File: src/rtl/sdq_pkg.sv
package sdq_pkg;
    localparam int unsigned MAG_W   = 2;
    localparam int unsigned SHIFT_W = 2;
    localparam int unsigned MAG_MAX = 2;
endpackage

File: src/rtl/sdq_lane_merge.sv
module sdq_lane_merge
    import sdq_pkg::*;
#(
    parameter int unsigned QW    = 34,
    parameter int unsigned LANES = 3
) (
    input  logic                   clr,
    input  logic [LANES-1:0]       vld,
    input  logic [LANES-1:0]       sgn,
    input  logic [LANES*MAG_W-1:0] mag,
    input  logic [QW-1:0]          pos_q,
    input  logic [QW-1:0]          neg_q,
    output logic [QW-1:0]          pos_n,
    output logic [QW-1:0]          neg_n
);
    localparam int unsigned KEEP_W = QW - SHIFT_W;

    logic [QW-1:0] pos_s [LANES+1];
    logic [QW-1:0] neg_s [LANES+1];

    assign pos_s[0] = pos_q;
    assign neg_s[0] = neg_q;

    for (genvar i = 0; i < LANES; i++) begin : g_lane
        logic [MAG_W-1:0] m_pos;
        logic [MAG_W-1:0] m_neg;
        assign m_pos = sgn[i] ? '0 : mag[i*MAG_W +: MAG_W];
        assign m_neg = sgn[i] ? mag[i*MAG_W +: MAG_W] : '0;
        assign pos_s[i+1] = vld[i] ? {pos_s[i][KEEP_W-1:0], m_pos} : pos_s[i];
        assign neg_s[i+1] = vld[i] ? {neg_s[i][KEEP_W-1:0], m_neg} : neg_s[i];
    end

    assign pos_n = clr ? '0 : pos_s[LANES];
    assign neg_n = clr ? '0 : neg_s[LANES];
endmodule

File: src/rtl/sdq_final_sub.sv
module sdq_final_sub #(
    parameter int unsigned W = 34
) (
    input  logic [W-1:0] minuend,
    input  logic [W-1:0] subtrahend,
    output logic [W-1:0] diff
);
    assign diff = minuend + (~subtrahend) + W'(1);
endmodule

File: src/rtl/sd_quot_acc.sv
module sd_quot_acc
    import sdq_pkg::*;
#(
    parameter int unsigned QW    = 34,
    parameter int unsigned LANES = 3
) (
    input  logic                   clk,
    input  logic                   rst_n,
    input  logic                   clr_i,
    input  logic [LANES-1:0]       dig_vld_i,
    input  logic [LANES-1:0]       dig_sgn_i,
    input  logic [LANES*MAG_W-1:0] dig_mag_i,
    input  logic                   fin_i,
    output logic [QW-1:0]          quot_o,
    output logic                   quot_vld_o
);
    typedef struct packed {
        logic [QW-1:0] pos;
        logic [QW-1:0] neg;
        logic [QW-1:0] quot;
        logic          vld;
    } acc_st_t;

    acc_st_t st_d, st_q;

    logic [QW-1:0] pos_nx, neg_nx, diff;

    sdq_lane_merge #(.QW(QW), .LANES(LANES)) u_merge (
        .clr   (clr_i),
        .vld   (dig_vld_i),
        .sgn   (dig_sgn_i),
        .mag   (dig_mag_i),
        .pos_q (st_q.pos),
        .neg_q (st_q.neg),
        .pos_n (pos_nx),
        .neg_n (neg_nx)
    );

    sdq_final_sub #(.W(QW)) u_sub (
        .minuend    (pos_nx),
        .subtrahend (neg_nx),
        .diff       (diff)
    );

    always_comb begin
        st_d     = st_q;
        st_d.pos = pos_nx;
        st_d.neg = neg_nx;
        st_d.vld = fin_i;
        if (fin_i) begin
            st_d.quot = diff;
        end
    end

    always_ff @(posedge clk or negedge rst_n) begin
        if (!rst_n) begin
            st_q <= '0;
        end else begin
            st_q <= st_d;
        end
    end

    assign quot_o     = st_q.quot;
    assign quot_vld_o = st_q.vld;


    fin_to_valid_chk: assert property (@(posedge clk) disable iff (!rst_n)
        fin_i |=> quot_vld_o);


    idle_no_valid_chk: assert property (@(posedge clk) disable iff (!rst_n)
        !fin_i |=> !quot_vld_o);


    idle_hold_chk: assert property (@(posedge clk) disable iff (!rst_n)
        !fin_i |=> $stable(quot_o));


    clear_finish_zero_chk: assert property (@(posedge clk) disable iff (!rst_n)
        (clr_i && fin_i) |=> (quot_o == '0));

    for (genvar i = 0; i < LANES; i++) begin : g_mag_chk

        legal_mag_chk: assert property (@(posedge clk) disable iff (!rst_n)
            dig_vld_i[i] |-> (dig_mag_i[i*MAG_W +: MAG_W] <= MAG_W'(MAG_MAX)));
    end
endmodule

File: config.mk
export PLATFORM = sky130hd
export DESIGN_NAME = sd_quot_acc
export DESIGN_NICKNAME = d
export VERILOG_FILES = /design/src/rtl/sdq_pkg.sv /design/src/rtl/sdq_lane_merge.sv /design/src/rtl/sdq_final_sub.sv /design/src/rtl/sd_quot_acc.sv
export SDC_FILE = /design/constraint.sdc
export NUM_CORES = 1
export LEC_CHECK = 0
export BUFFER_PORTS_ARGS = -buffer_cell sky130_fd_sc_hd__buf_4
export CAP_MARGIN = 5
export CORE_MARGIN = 3
export CORE_UTILIZATION = 40
export CTS_CLUSTER_DIAMETER = 40
export DETAILED_ROUTE_END_ITERATION = 10
export PLACE_DENSITY_LB_ADDON = 0.3
export SLEW_MARGIN = 10
export SYNTH_ARGS = -nofsm -noshare
export SYNTH_HDL_FRONTEND = slang
export SYNTH_HIERARCHICAL = 1
export SYNTH_SLANG_ARGS = --single-unit
File: constraint.sdc
create_clock -name clk -period 3.7 [get_ports clk]
set_input_delay 0.37 -clock clk [delete_from_list [all_inputs] [get_ports clk]]
set_output_delay 0.37 -clock clk [all_outputs]
set_load 0.05 [all_outputs]
==> results.json <==
{
  "final_common_cell": "buf_4",
  "overflow": 0,
  "dieArea_um2": 20700,
  "cp.arrival_ps": 3740,
  "netlist_instances": 747,
  "clockBufferDepth": 2,
  "nets": 896,
  "grt_pass1_wl_um": 29200,
  "cts_hold_buf": 0,
  "cts_root_buffer": "clkbuf_16",
  "max_freq_ghz": 0.286,
  "io-pin-count": 51,
  "ys.flop_type": "dfrtp_1",
  "grt_usage": 0.175,
  "synth.avg_cell_area_um2": 10.2,
  "async_reset_ff_frac": 1.00,
  "ys_seq_area_frac": 0.339,
  "grt_max_degree": 74,
  "routed_wl_um": 17500,
  "yosysWarnings": 6,
  "crit_path_start_kind": "flip-flop",
  "irDropWorstVdd_uv": 415,
  "power_density_nw_per_um2": 507,
  "drc": 0,
  "diodes": 0,
  "synth.distinct_cells": 63,
  "cts-htree-levels": 3,
  "path_max_fanout": 3,
  "critPathKind": "flip-flop to flip-flop",
  "min_period_over_period": 0.945,
  "avgViaCountPerCell": 5.35,
  "place_hpwl_um": 13200,
  "vias": 5777,
  "routedWlPerCell_um": 16.2,
  "clkLatencyLatePin_ps": 350,
  "max_cap_viol_count": 0,
  "cts_buffers": 9,
  "rsz0062_at_grt": "true",
  "critPathRequiredTime_ps": 3940,
  "min_path_type": "input pin to asynchronous set/reset pin",
  "tightestPinTransition_ps": 966,
  "synth-edff-count": 0,
  "start_util": 0.415,
  "total_power_mw": 4.52,
  "area_growth_syn_to_layout_pct": 17.2,
  "synth_area_um2": 7610,
  "fin_skew_ps": 6.59,
  "final_antenna_net_count": 0,
  "final_hold_viol_count": 0,
  "holdWs_ps": 160,
  "relSlewSlack": 0.356,
  "layout_common_cells": "buf_4, dfrtp_1, o22ai_1",
  "clock_sinks": 103,
  "die_w_um": 144,
  "cellLeakagePower_nw": 4.19,
  "clkTransAtPathRegs_ps": 70,
  "setup_viol": 0,
  "tritoncts": "done",
  "antenna_found_initial": 0,
  "drv_slew": 0,
  "finalCriticalPeriod_ps": 3500,
  "grt_pass1_vias": 5933,
  "first_pass_iters": 5,
  "synth_nets": 797,
  "ys_seq_elements": 103,
  "fp.dieH_um": 144,
  "rows": 49,
  "core-area_um2": 18300,
  "status": "finished, final reports clean",
  "gp_congestion": 0.849,
  "io_buffers": 50,
  "drive_gt1_frac": 0.343,
  "drt_iter0_drc": 258,
  "endpoint_kind": "flip-flop"
}
==> area by class of cell <==
| type | count | area, um2 |
|---|---|---|
| fill | 1726 | 9410 |
| tap | 229 | 287 |
| sequential | 103 | 2580 |
| timing repair buffer | 172 | 1350 |
| clock buffer | 11 | 233 |
| inverter | 45 | 169 |
| clock inverter | 5 | 43.8 |
| multi-input combinational | 515 | 4260 |
==> layer usage <==
metal | global-route usage | wire, um
met2 | 0.267 | 7940
met3 | 0.0163 | 480
met5 | 0 | 0
met1 | 0.263 | 8800
met4 | 0.0545 | 243
==> state kept, by name (all words and copies together), names as in the netlist <==
| name | cells |
|---|---|
| st_q | 68 |
| quot_vld_o | 1 |
| quot_o | 34 |
==> Yosys cell counts, drive strengths merged, types with 2 or more instances <==
master	n	share of area
clkbuf	18	0.0089
a21oi	39	0.026
inv	45	0.022
a221oi	2	0.0039
nand3	5	0.0033
xor2	7	0.0081
a21o	16	0.017
o32ai	3	0.0035
o21ai	29	0.019
nor3	6	0.0046
a41oi	2	0.0023
o22ai	66	0.054
o21bai	3	0.0035
a211oi	4	0.0046
nand4	6	0.0049
buf	66	0.073
o211ai	3	0.0030
nor2b	6	0.0049
and3	5	0.0041
dfrtp	103	0.34
nor2	35	0.017
and3b	3	0.0035
ha	33	0.054
mux2	90	0.15
a311oi	3	0.0043
xnor2	24	0.028
o21a	4	0.0039
nand2	27	0.013
a32o	2	0.0026
nand3b	2	0.0020
nand2b	3	0.0025
a31oi	7	0.0094
a221o	2	0.0026
o31ai	2	0.0020
mux2i	59	0.078
or3	4	0.0033
==> through the flow <==
stage / instance area [um2] / util / std cells / TNS [ps] / setup WS (ps)
final: 8920 / 0.487 / 1080 / 0 / 204
after CTS: 8910 / 0.486 / 1080 / 0 / 46.2
after global placement: 8630 / 0.471 / 1064 / -322 / -76.5
after floorplan: 7610 / - / 747 / 0 / 132
after detailed placement: 8630 / 0.471 / 1064 / -596 / -118
after global routing: 8920 / 0.487 / 1080 / -37.1 / -37.1
==> report_power, final <==
group	internal (mW)	switching, mW
sequential	1.32	0.109
clock	0.465	0.446
combinational	0.936	1.25
==> critical path: stages (launching register included) <==
cell      delay, ps
dfrtp_1         380
inv_1            70
o21ai_0          70
o21ai_1         210
o32ai_1         150
inv_1            80
ha_1            170
inv_1            60
fa_1            400
a211oi_2        280
o21ai_1         120
a221o_1         430
a31oi_4         230
o21ai_1         130
a311oi_2        250
xnor2_1         100
mux2_4          260
==> what timing repair did <==
item                                    CTS  global route
resized for setup                         0             3
endpoints found under the setup margin    0             6
buffers inserted                          0             0
==> path summary, 6_finish.rpt <==
check	slack (ps)	end	cells after the start	startpoint
min in group clk	320	st_q[35]	3	dig_mag_i[4]
worst max-delay path	200	quot_o[26]	16	st_q[69]
worst max register to register	200	quot_o[26]	16	st_q[69]
worst min register to register	510	quot_o[1]	1	quot_o[1]
worst min-delay path	160	quot_o[7]	1	rst_n
max in group asynchronous	2820	st_q[93]	2	rst_n
==> cells by family after synthesis <==
| logic type | synth area share |
|---|---|
| DFF | 0.339 |
| AOI/OAI and AO/OA | 0.171 |
| adders and majority gates | 0.0569 |
| xor gates and xnor gates | 0.0357 |
| buffers and inverters | 0.104 |
| and+or+nand+nor | 0.0689 |
| muxes | 0.225 |
Note: power is estimated with default switching activity, not from simulation.
